--- config.mk ---
export PLATFORM = sky130hd
export DESIGN_NAME = tmr_comparator_chan
export DESIGN_NICKNAME = d
export VERILOG_FILES = /design/src/rtl/tmr_pkg.sv /design/src/rtl/tmr_cfg_regs.sv /design/src/rtl/tmr_match.sv /design/src/rtl/tmr_chan_fsm.sv /design/src/rtl/tmr_irq_out.sv /design/src/rtl/tmr_comparator_chan.sv
export SDC_FILE = /design/constraint.sdc
export NUM_CORES = 1
export LEC_CHECK = 0
export ABC_CLOCK_PERIOD_IN_PS = 2800
export BUFFER_PORTS_ARGS = -buffer_cell sky130_fd_sc_hd__buf_2
export CORE_ASPECT_RATIO = 1.75
export CORE_MARGIN = 8
export CORE_UTILIZATION = 51
export DETAILED_ROUTE_END_ITERATION = 10
export PLACE_DENSITY = 0.78
export SLEW_MARGIN = 0
export SYNTH_ARGS = -nofsm -noshare
export SYNTH_HDL_FRONTEND = slang
export SYNTH_SLANG_ARGS = --single-unit
--- constraint.sdc ---
create_clock -name clk -period 2.8 [get_ports clk]
set_input_delay 0.42 -clock clk [delete_from_list [all_inputs] [get_ports clk]]
set_output_delay 0.42 -clock clk [all_outputs]
set_load 0.03 [all_outputs]
--- src/rtl/tmr_pkg.sv ---
package tmr_pkg;

    localparam int unsigned REG_W  = 64;
    localparam int unsigned OFS_W  = 5;
    localparam int unsigned SLOT_W = 5;

    localparam logic [OFS_W-1:0] OFS_CFG   = 5'h00;
    localparam logic [OFS_W-1:0] OFS_VAL   = 5'h08;
    localparam logic [OFS_W-1:0] OFS_ROUTE = 5'h10;

    typedef enum logic [1:0] {
        ST_SPENT    = 2'd0,
        ST_ARMED    = 2'd1,
        ST_PERIODIC = 2'd2
    } chan_state_e;

    typedef struct packed {
        logic              level;
        logic              enable;
        logic              periodic;
        logic              arm;
        logic              force32;
        logic              msg_en;
        logic [SLOT_W-1:0] slot;
    } chan_cfg_t;

endpackage

--- src/rtl/tmr_cfg_regs.sv ---
module tmr_cfg_regs
    import tmr_pkg::*;
#(
    parameter logic [31:0] SLOT_MASK = 32'h0000_0F04,
    parameter logic        PER_CAP   = 1'b1,
    parameter logic        CNT64     = 1'b1,
    parameter logic        MSG_CAP   = 1'b0
) (
    input  logic             clk,
    input  logic             rst_n,
    input  logic             cfg_wr_i,
    input  logic             val_wr_i,
    input  logic [REG_W-1:0] wdata_i,
    output chan_cfg_t        cfg_o,
    output logic             mode_nxt_o,
    output logic [REG_W-1:0] cfg_word_o
);

    function automatic logic [SLOT_W-1:0] lowest_slot(input logic [31:0] m);
        logic [SLOT_W-1:0] r;
        r = '0;
        for (int i = 31; i >= 0; i--) begin
            if (m[i]) r = SLOT_W'(i);
        end
        return r;
    endfunction

    localparam chan_cfg_t CFG_RST = '{
        level:    1'b0,
        enable:   1'b0,
        periodic: 1'b0,
        arm:      1'b0,
        force32:  1'b0,
        msg_en:   1'b0,
        slot:     lowest_slot(SLOT_MASK)
    };

    chan_cfg_t         cfg_q, cfg_d;
    logic [SLOT_W-1:0] slot_req;
    logic              unused_wd;

    assign slot_req  = wdata_i[13:9];
    assign unused_wd = ^{wdata_i[63:15], wdata_i[7], wdata_i[5:4], wdata_i[0]};

    always_comb begin
        cfg_d = cfg_q;
        if (cfg_wr_i) begin
            cfg_d.level    = wdata_i[1];
            cfg_d.enable   = wdata_i[2];
            cfg_d.periodic = PER_CAP ? wdata_i[3] : 1'b0;
            cfg_d.arm      = wdata_i[6];
            cfg_d.force32  = CNT64 ? wdata_i[8] : 1'b0;
            cfg_d.msg_en   = MSG_CAP ? wdata_i[14] : 1'b0;
            if (SLOT_MASK[slot_req]) begin
                cfg_d.slot = slot_req;
            end
        end else if (val_wr_i) begin
            cfg_d.arm = 1'b0;
        end
    end

    always_ff @(posedge clk) begin
        if (!rst_n) begin
            cfg_q <= CFG_RST;
        end else begin
            cfg_q <= cfg_d;
        end
    end

    assign cfg_o      = cfg_q;
    assign mode_nxt_o = cfg_d.periodic;

    assign cfg_word_o = {SLOT_MASK, 16'h0000, MSG_CAP, cfg_q.msg_en, cfg_q.slot,
                         cfg_q.force32, 1'b0, cfg_q.arm, CNT64, PER_CAP,
                         cfg_q.periodic, cfg_q.enable, cfg_q.level, 1'b0};

    AST_ARM_SELFCLEAR: assert property (@(posedge clk) disable iff (!rst_n)
        (val_wr_i && !cfg_wr_i && cfg_q.arm) |=> !cfg_q.arm);

    AST_SLOT_LEGAL: assert property (@(posedge clk) disable iff (!rst_n)
        SLOT_MASK[cfg_q.slot]);

endmodule

--- src/rtl/tmr_match.sv ---
module tmr_match
    import tmr_pkg::*;
#(
    parameter int unsigned CNT_W = REG_W
) (
    input  logic             clk,
    input  logic             rst_n,
    input  logic [CNT_W-1:0] cnt_i,
    input  logic             val_wr_i,
    input  logic [CNT_W-1:0] wdata_i,
    input  logic             periodic_i,
    input  logic             arm_i,
    input  logic             wide32_i,
    input  logic             reload_i,
    output logic [CNT_W-1:0] match_o,
    output logic             eq_o,
    output logic             wrap_o
);

    localparam int unsigned HALF_W = CNT_W / 2;

    logic [CNT_W-1:0] match_q, period_q;
    logic [CNT_W-1:0] keep_mask, wr_masked, next_sum;
    logic             top_prev_q;

    always_comb begin
        keep_mask = wide32_i ? {{(CNT_W-HALF_W){1'b0}}, {HALF_W{1'b1}}} : {CNT_W{1'b1}};
        wr_masked = wdata_i & keep_mask;
        next_sum  = (match_q + period_q) & keep_mask;
        eq_o      = ((cnt_i ^ match_q) & keep_mask) == '0;
        wrap_o    = wide32_i && top_prev_q && !cnt_i[HALF_W-1];
    end

    always_ff @(posedge clk) begin
        if (!rst_n) begin
            match_q    <= {CNT_W{1'b1}};
            period_q   <= '0;
            top_prev_q <= 1'b0;
        end else begin
            top_prev_q <= cnt_i[HALF_W-1];
            if (val_wr_i) begin
                if (periodic_i) begin
                    period_q <= wr_masked;
                    if (arm_i) begin
                        match_q <= wr_masked;
                    end
                end else begin
                    match_q <= wr_masked;
                end
            end else if (reload_i) begin
                match_q <= next_sum;
            end
        end
    end

    assign match_o = match_q;

    AST_RELOAD_STEP: assert property (@(posedge clk) disable iff (!rst_n)
        (reload_i && !val_wr_i) |=>
            (match_q == (($past(match_q) + $past(period_q)) & $past(keep_mask))));

    AST_WIDE_UPPER_ZERO: assert property (@(posedge clk) disable iff (!rst_n)
        (val_wr_i && wide32_i && (!periodic_i || arm_i)) |=>
            (match_q[CNT_W-1:HALF_W] == '0));

endmodule

--- src/rtl/tmr_chan_fsm.sv ---
module tmr_chan_fsm
    import tmr_pkg::*;
(
    input  logic clk,
    input  logic rst_n,
    input  logic mode_nxt_i,
    input  logic val_wr_i,
    input  logic eq_i,
    input  logic wrap_i,
    output logic fire_o,
    output logic reload_o
);

    chan_state_e state_q, state_d;

    always_ff @(posedge clk) begin
        if (!rst_n) begin
            state_q <= ST_SPENT;
        end else begin
            state_q <= state_d;
        end
    end

    always_comb begin
        state_d = state_q;
        unique case (state_q)
            ST_SPENT:    state_d = ST_SPENT;
            ST_ARMED:    if (eq_i) state_d = ST_SPENT;
            ST_PERIODIC: state_d = ST_PERIODIC;
            default:     state_d = ST_SPENT;
        endcase
        if (mode_nxt_i) begin
            state_d = ST_PERIODIC;
        end else if (state_q == ST_PERIODIC) begin
            state_d = ST_ARMED;
        end else if (val_wr_i) begin
            state_d = ST_ARMED;
        end
    end

    always_comb begin
        fire_o   = 1'b0;
        reload_o = 1'b0;
        unique case (state_q)
            ST_SPENT:    fire_o = wrap_i;
            ST_ARMED:    fire_o = eq_i || wrap_i;
            ST_PERIODIC: begin
                fire_o   = eq_i;
                reload_o = eq_i;
            end
            default:     fire_o = 1'b0;
        endcase
    end

    AST_ONESHOT_SPENT: assert property (@(posedge clk) disable iff (!rst_n)
        (state_q == ST_ARMED && eq_i && !val_wr_i && !mode_nxt_i) |=> (state_q == ST_SPENT));

    AST_PERIODIC_STATE: assert property (@(posedge clk) disable iff (!rst_n)
        mode_nxt_i |=> (state_q == ST_PERIODIC));

endmodule

--- src/rtl/tmr_irq_out.sv ---
module tmr_irq_out (
    input  logic clk,
    input  logic rst_n,
    input  logic fire_i,
    input  logic level_i,
    input  logic enable_i,
    input  logic stat_clr_i,
    output logic stat_o,
    output logic irq_o
);

    logic stat_q, pulse_q;

    always_ff @(posedge clk) begin
        if (!rst_n) begin
            stat_q  <= 1'b0;
            pulse_q <= 1'b0;
        end else begin
            pulse_q <= fire_i && enable_i && !level_i;
            if (fire_i && level_i) begin
                stat_q <= 1'b1;
            end else if (stat_clr_i) begin
                stat_q <= 1'b0;
            end
        end
    end

    always_comb begin
        irq_o  = level_i ? (stat_q && enable_i) : pulse_q;
        stat_o = stat_q;
    end

    AST_STAT_HOLD: assert property (@(posedge clk) disable iff (!rst_n)
        (stat_q && !stat_clr_i) |=> stat_q);

    AST_STAT_LEVEL_ONLY: assert property (@(posedge clk) disable iff (!rst_n)
        $rose(stat_q) |-> $past(fire_i && level_i));

    AST_EDGE_GATED: assert property (@(posedge clk) disable iff (!rst_n)
        (!level_i && irq_o) |-> $past(enable_i));

endmodule

--- src/rtl/tmr_comparator_chan.sv ---
module tmr_comparator_chan
    import tmr_pkg::*;
#(
    parameter logic [31:0] SLOT_MASK = 32'h0000_0F04,
    parameter logic        PER_CAP   = 1'b1,
    parameter logic        CNT64     = 1'b1,
    parameter logic        MSG_CAP   = 1'b0
) (
    input  logic              clk,
    input  logic              rst_n,
    input  logic [REG_W-1:0]  main_cnt_i,
    input  logic              wr_en_i,
    input  logic [OFS_W-1:0]  addr_i,
    input  logic [REG_W-1:0]  wdata_i,
    output logic [REG_W-1:0]  rdata_o,
    input  logic              stat_clr_i,
    output logic              stat_o,
    output logic              irq_o,
    output logic [SLOT_W-1:0] slot_o
);

    chan_cfg_t        cfg;
    logic             cfg_wr, val_wr, mode_nxt;
    logic [REG_W-1:0] cfg_word, match_val;
    logic             eq, wrap, fire, reload, wide32;
    logic             unused_top;

    assign cfg_wr     = wr_en_i && (addr_i == OFS_CFG);
    assign val_wr     = wr_en_i && (addr_i == OFS_VAL);
    assign wide32     = cfg.force32 || !CNT64;
    assign unused_top = cfg.msg_en;

    tmr_cfg_regs #(
        .SLOT_MASK (SLOT_MASK),
        .PER_CAP   (PER_CAP),
        .CNT64     (CNT64),
        .MSG_CAP   (MSG_CAP)
    ) u_cfg (
        .clk        (clk),
        .rst_n      (rst_n),
        .cfg_wr_i   (cfg_wr),
        .val_wr_i   (val_wr),
        .wdata_i    (wdata_i),
        .cfg_o      (cfg),
        .mode_nxt_o (mode_nxt),
        .cfg_word_o (cfg_word)
    );

    tmr_match #(
        .CNT_W (REG_W)
    ) u_match (
        .clk        (clk),
        .rst_n      (rst_n),
        .cnt_i      (main_cnt_i),
        .val_wr_i   (val_wr),
        .wdata_i    (wdata_i),
        .periodic_i (cfg.periodic),
        .arm_i      (cfg.arm),
        .wide32_i   (wide32),
        .reload_i   (reload),
        .match_o    (match_val),
        .eq_o       (eq),
        .wrap_o     (wrap)
    );

    tmr_chan_fsm u_fsm (
        .clk        (clk),
        .rst_n      (rst_n),
        .mode_nxt_i (mode_nxt),
        .val_wr_i   (val_wr),
        .eq_i       (eq),
        .wrap_i     (wrap),
        .fire_o     (fire),
        .reload_o   (reload)
    );

    tmr_irq_out u_irq (
        .clk        (clk),
        .rst_n      (rst_n),
        .fire_i     (fire),
        .level_i    (cfg.level),
        .enable_i   (cfg.enable),
        .stat_clr_i (stat_clr_i),
        .stat_o     (stat_o),
        .irq_o      (irq_o)
    );

    always_comb begin
        case (addr_i)
            OFS_CFG: rdata_o = cfg_word;
            OFS_VAL: rdata_o = match_val;
            default: rdata_o = '0;
        endcase
    end

    assign slot_o = cfg.slot;

endmodule

==> reports/metrics.csv, run 1 <==
metric,value,unit
syn_area,10580,um^2
ys_dominant_reg_cell,dfxtp_1,
synth_top_family_by_area,compound AO/OA/AOI/OAI gates,
via_per_inst,6.061,
fmax,0.3274,GHz
firstDrtPassIters,5,
cts.sink_count,143,
swShare,24.08,%
synth_cells,1406,
met3_wirelength,3.140,mm
place_congestion,1.047,
hold_class,primary input to flop,
gr-total-overflow,0,
antenna_left,0,
die_w,124.9,um
area_growth,44.38,%
nets,2022,
slew_violations,0,
status,"complete, but fails checks",
combPwrFrac,10.2,%
timing.max_cap.violations,0,
skew,0.01170,ns
hold_violations,0,
hpwl,33.43,mm
synth-xor-area-share,9.931,%
h-tree-depth,4,
grt_pass1_vias,13260,
setup_ws,-0.2542,ns
wl,44.91,mm
synth_simple_gate_area_share,22.85,%
vias,12650,
synth_compound_area_share,25.72,%
drive_above_1_share,36.21,%
critPathSlowestCell,fa_2,
seq_area_frac_synth,27.05,%
cts.clk_slew.worst_paths,0.06,ns
rsz0062_at_grt,true,
wl_met2,22.97,mm
layout_commonest_cell,buf_4,
cts_tree,built,
p_clk_share,51.0,%
antenna_found_initial,0,
drtIter0Drc,1006,
reg2reg_depth,13,
cts_root_buf,clkbuf_16,
start_kind,flop,
final_core_util,73.92,%
max_stage_delay,0.34,ns
ys_ff_latch,143,
cp_max_fo,3,
crit_path_end_kind,flop,
cts_hold_buf,0,
initial_utilization,51.20,%
synth_fa_ha_area_share,7.638,%
io_buffers,207,
placementRows,70,
relSlewSlack,48.41,%
core_area,20670,um^2
die_height,206.6,um
r2r_slack,-0.25,ns
cp.arrival,3.39,ns
syn_nets,1607,
avgRoutedWirePerCell,21.52,um
clk_path_buf_depth,2,
tightest_slew,0.7738,ns
cts_buffers,17,
power_density,345.4,nW/um^2
synth-edff-count,0,
synthDistinctLibCells,76,
top_layer,met4,
synthArstFlopShare,0,%
violations,setup timing,
setup-violations-final,29,
drc,0,
grt_max_degree,69,
peakVddDrop,432.1,uV
worstSkewPairLatency,0.45,ns
layout_min_cycle_time,3.054,ns
power_frac_seq,38.9,%
avgSynthCellArea,7.527,um^2
cp.required,3.13,ns
layout.cells.most_common_list,"268 x buf_4, 207 x buf_2, 184 x nand2_1",
globalRouteTotalUtil,33.85,%
min_path_cells,3,
path_cells,"ha_4, fa_2, a21o_1, and3_4, o211ai_2, o211a_4, o31ai_4, a31oi_4, o211ai_4, a21oi_4, o41ai_4, mux2i_2, a311o_1",
fill_cells,1589,
worstSetupPathType,flop to flop,
grt_first_pass_wirelength,68.92,mm
die_area,25800,um^2
leakagePower,7.140,nW
p_sw,1.271,mW
io-pin-count,208,
synthMuxAreaShare,1.892,%
final.setup.tns,-3.126,ns
finalCritPeriodShare,109.1,%
wl_met1,14.99,mm
p_int,4.007,mW
yosys_warnings,0,
## cells by family (layout without fill, tap and decap cells)
kind of cell | Yosys count | count (layout)
flip-flops | 143 | 143
other | 0 | 1
AND/OR/NAND/NOR | 505 | 505
AO/OA/AOI/OAI | 422 | 422
multiplexers | 20 | 20
buffers and inverters | 132 | 560
adder cells (fa/ha/maj) | 64 | 64
XOR/XNOR | 120 | 120
## registers in the layout, summed over array words and instances, names as in the netlist
name	flops
u_irq.stat_o	1
u_irq.pulse_q	1
u_match.period_q	64
u_match.match_o	64
u_cfg.cfg_o	10
u_fsm.state_q	2
u_match.top_prev_q	1
## final timing paths
check	to	from
hold reg to reg	u_match.period_q[35]$_SDFFE_PN0P_	u_match.period_q[35]$_SDFFE_PN0P_
setup reg to reg	u_match.match_o[60]$_SDFFE_PN1P_	u_match.match_o[0]$_SDFFE_PN1P_
setup / recovery	u_match.match_o[60]$_SDFFE_PN1P_	u_match.match_o[0]$_SDFFE_PN1P_
hold / removal	u_match.period_q[0]$_SDFFE_PN0P_	wdata_i[0]
## metal layers
metal | vias up | global-route usage (%)
met2 | 661 | 62.57
met1 | 5918 | 31.21
li1 | 5829 | -
met5 | - | 0
met4 | 0 | 28.90
met3 | 241 | 7.690
## worst max-delay path: cells and delay by family, from the launching register on
family                     cells  cell delay (ns)
AOI/OAI and AO/OA              9             1.74
adders and majority gates      2             0.51
DFF                            1             0.33
muxes                          1             0.19
and+or+nand+nor                1             0.17
## per-stage QoR
| step | setup slack, ns | power, mW | hold WS [ns] | cells | instance area [um^2] |
|---|---|---|---|---|---|
| 2_1_floorplan | -0.01615 | 2.331 | 0.4356 | 1406 | 10650 |
| 3_3_place_gp | -0.7435 | 2.590 | 0.4450 | 2019 | 13560 |
| 3_5_place_dp | -0.8247 | 2.595 | 0.4503 | 2019 | 13560 |
| 4_1_cts | -0.2343 | 5.263 | 0.2094 | 2071 | 14900 |
| 5_1_grt | -0.3441 | 5.394 | 0.2294 | 2086 | 15280 |
| 6_report | -0.2542 | 5.278 | 0.2123 | 2087 | 15280 |
## power groups by stage
stage                     Sequential [mW]  Combinational, mW  Clock [mW]
after CTS                            2.05              0.512        2.70
after global placement               2.10              0.492           0
after floorplan                      2.10              0.236           0
after detailed placement             2.10              0.497           0
final                                2.05              0.536        2.69
after global routing                 2.05              0.569        2.77
## what timing repair did
action,in CTS,in global routing
cloned,0,0
endpoints found under the setup margin,65,51
buffers inserted,22,17
pin swaps,54,42
gates resized for setup,106,65
## cell usage after synthesis, types with 4 or more instances
cell | n | area, um^2
nor2b_1 | 5 | 31.28
nand4_1 | 30 | 187.7
a21o_1 | 19 | 142.6
or3_1 | 4 | 25.02
o21bai_1 | 16 | 120.1
nand3b_1 | 30 | 225.2
buf_4 | 4 | 30.03
and2_1 | 51 | 319.1
a221oi_1 | 12 | 105.1
a21boi_0 | 4 | 30.03
inv_1 | 38 | 142.6
nand2b_1 | 9 | 56.30
a221o_1 | 13 | 130.1
o31a_1 | 4 | 35.03
nor4_1 | 12 | 75.07
xnor2_1 | 63 | 551.8
a211oi_1 | 24 | 180.2
nand2_1 | 190 | 713.2
dfxtp_1 | 143 | 2863
mux2i_1 | 20 | 200.2
and3_1 | 8 | 50.05
buf_1 | 4 | 15.01
buf_2 | 7 | 35.03
a21oi_1 | 159 | 795.8
nor3_1 | 30 | 150.1
a31oi_1 | 10 | 62.56
nand3_1 | 13 | 65.06
o21ai_0 | 90 | 450.4
clkbuf_1 | 78 | 292.8
o211ai_1 | 13 | 97.59
nor2_1 | 110 | 412.9
xor2_1 | 57 | 499.2
o21ai_1 | 11 | 55.05
o21a_1 | 6 | 45.04
ha_1 | 63 | 788.3
## area by class of cell
class	count	area, um^2	area share [%]
clock buffer	22	474.2	3.103
tap	252	315.3	2.064
timing repair buffer	490	3264	21.36
clock inverter	10	206.4	1.351
antenna	1	2.502	0.01638
multi-input combinational	1131	7986	52.27
inverter	38	142.6	0.9335
sequential	143	2888	18.90
(Power assumes the default switching activity.)
==> run 2, diff against run 1 <==
- CELL_PAD_IN_SITES_DETAIL_PLACEMENT: not set -> 1
- CELL_PAD_IN_SITES_GLOBAL_PLACEMENT: not set -> 2
- CORE_UTILIZATION: 51 -> 29
- PLACE_DENSITY: 0.78 -> not set
- PLACE_DENSITY_LB_ADDON: not set -> 0.1
- REMOVE_ABC_BUFFERS: not set -> 1
==> run 2 against run 1 <==
Effect of this change:
- the run still ends with setup timing left
- die area rose by 67%
- clock skew fell by 0.00077 ns
- largest cell class unchanged
- design area rose by 11%
- routed wire length rose by 28%
- first-iteration DRC count fell by 57%
- global-route usage fell by 7.6 points
- critical endpoint unchanged
- via count rose by 0.20%
- register-to-register slack got worse by 0.06 ns
==> reports/metrics.csv, run 2 (synthesized netlist as in run 1, its figures left out) <==
metric,value,unit,change
cp_max_fo,2,,-1
tightest_slew,0.7421,ns,-0.03175 ns
p_clk_share,47.0,%,-4.0 points
crit_family,compound AO/OA/AOI/OAI gates,,
power_frac_seq,40.4,%,+1.5 points
relSlewSlack,50.01,%,+1.6 points
worstSetupPathType,flop to flop,,
cp.required,3.15,ns,+0.02 ns
antenna_left,0,,unchanged
layout_min_cycle_time,3.113,ns,+0.05870 ns
setup_ws,-0.3129,ns,-0.05870 ns
hpwl,43.73,mm,+31%
grt_first_pass_wirelength,85.44,mm,+24%
seq_area,2893,um^2,+0.17%
status,"complete, but fails checks",,
fmax,0.3212,GHz,-1.9%
timing.max_cap.violations,0,,unchanged
path_cells,"ha_4, buf_6, fa_2, a21o_1, and3_4, o211ai_2, o211a_4, o31ai_4, a31oi_4, o211ai_4, a21oi_4, o41ai_4, mux2i_1, a311o_1",,
firstDrtPassIters,4,,-1
p_sw,1.443,mW,+14%
place_congestion,0.9196,,-12%
drc,0,,unchanged
grt_pass1_vias,14430,,+8.8%
antennaDiodeCount,0,,-1
drive_above_1_share,41.19,%,+5.0 points
placementRows,92,,+31%
peakVddDrop,397.7,uV,-8.0%
power.total,5.073,mW,-3.9%
cts.clk_slew.worst_paths,0.07,ns,about the same
antenna_found_initial,0,,unchanged
critPathBufInv,1,,+1
die_height,268.7,um,+30%
worstSkewPairLatency,0.46,ns,about the same
hold_violations,0,,unchanged
drtIter0Drc,430,,-57%
layout_commonest_cell,buf_4,,
cts_buffers,17,,unchanged
globalRouteTotalUtil,26.24,%,-7.6 points
clk_path_buf_depth,2,,unchanged
fill_cells,4364,,+170%
cts.sink_count,143,,unchanged
cts_tree,built,,
final.setup.tns,-6.237,ns,-3.111 ns
via_per_inst,5.319,,-12%
cts_root_buf,clkbuf_16,,
cts_hold_buf,0,,unchanged
p_int,3.629,mW,-9.4%
die_area,43100,um^2,+67%
skew,0.01092,ns,-0.0007731 ns
swShare,28.46,%,+4.4 points
io_buffers,207,,unchanged
slew_violations,0,,unchanged
leakagePower,7.729,nW,+8.3%
setup-violations-final,47,,+62%
area_growth,59.64,%,
power_density,300.3,nW/um^2,-13%
finalCritPeriodShare,111.2,%,+2.1 points
combPwrFrac,12.6,%,+2.4 points
critPathSlowestCell,dfxtp_2,,
violations,setup timing,,
r2r_slack,-0.31,ns,-0.06 ns
avgRoutedWirePerCell,24.21,um,+13%
grt_max_degree,47,,-32%
start_kind,flop,,
nets,2101,,+3.9%
hold_class,primary input to flop,,
layout.cells.most_common_list,"301 x buf_4, 207 x buf_2, 180 x nand2_1",,
die_w,160.4,um,+28%
multi_input_area,8417,um^2,+5.4%
cp.arrival,3.46,ns,+0.07 ns
gr-total-overflow,0,,unchanged
vias,12670,,+0.20%
initial_utilization,29.37,%,-22 points
wl,57.69,mm,+28%
core_area,36030,um^2,+74%
crit_path_end_kind,flop,,
max_stage_delay,0.36,ns,+0.02 ns
io-pin-count,208,,unchanged
rsz0062_at_grt,true,,
h-tree-depth,4,,unchanged
[run 2: timing repair]
| item | CTS | global route |
|---|---|---|
| buffers inserted | 48 | 10 |
| pin swaps | 99 | 65 |
| setup endpoints to repair | 67 | 64 |
| gates cloned | 8 | 0 |
| gates resized for setup | 256 | 70 |
| endpoints found under the hold margin | 0 | 0 |
[run 2: metal layers]
metal | track usage [%] | up-vias | routed length [um]
met5 | 0 | - | 0
met4 | 19.19 | 0 | 4383
met3 | 3.454 | 144 | 1742
met2 | 54.14 | 314 | 33050
met1 | 22.21 | 6237 | 18510
li1 | - | 5979 | -
[run 2: power groups by stage]
stage / Sequential [mW] / Clock (mW) / Combinational, mW
after floorplan: 2.10 / 0 / 0.216
after global placement: 2.10 / 0 / 0.572
after detailed placement: 2.10 / 0 / 0.576
after CTS: 2.05 / 2.43 / 0.632
after global routing: 2.05 / 2.49 / 0.680
final: 2.05 / 2.38 / 0.640
[run 2: final timing paths]
path | startpoint | to | cells past startpoint
worst min register to register | u_match.period_q[30]$_SDFFE_PN0P_ | u_match.period_q[30]$_SDFFE_PN0P_ | 2
worst max register to register | u_match.period_q[0]$_SDFFE_PN0P_ | u_match.match_o[60]$_SDFFE_PN1P_ | 14
worst max-delay path | u_match.period_q[0]$_SDFFE_PN0P_ | u_match.match_o[60]$_SDFFE_PN1P_ | 14
worst min-delay path | wdata_i[0] | u_match.period_q[0]$_SDFFE_PN0P_ | 3
[run 2: layout make-up]
class | instances | share of cell area (%)
multi-input cells | 1131 | 49.82
inverters | 38 | 0.8443
clock inverters | 15 | 0.9406
flip-flops and latches | 143 | 17.12
well taps | 470 | 3.481
repair buffers | 569 | 25.27
clock buffers | 17 | 2.518
[run 2: metrics by stage]
step / cells / worst slack [ns] / cell area [um^2] / hold slack (ns) / utilization, %
floorplan: 1312 / -3.380 / 10200 / 0.4356 / -
global placement: 2298 / -1.214 / 14260 / 0.4450 / 39.57
detailed placement: 2298 / -1.253 / 14260 / 0.4556 / 39.57
CTS: 2381 / -0.3138 / 16530 / 0.1979 / 45.88
global route: 2383 / -0.3836 / 16890 / 0.2142 / 46.89
finish: 2383 / -0.3129 / 16890 / 0.2104 / 46.89
[run 2: worst min-delay path, delay by kind of cell]
family          cells  cell delay [ns]
compound gates      1             0.05
buf+inv             1             0.11
simple gates        1             0.05
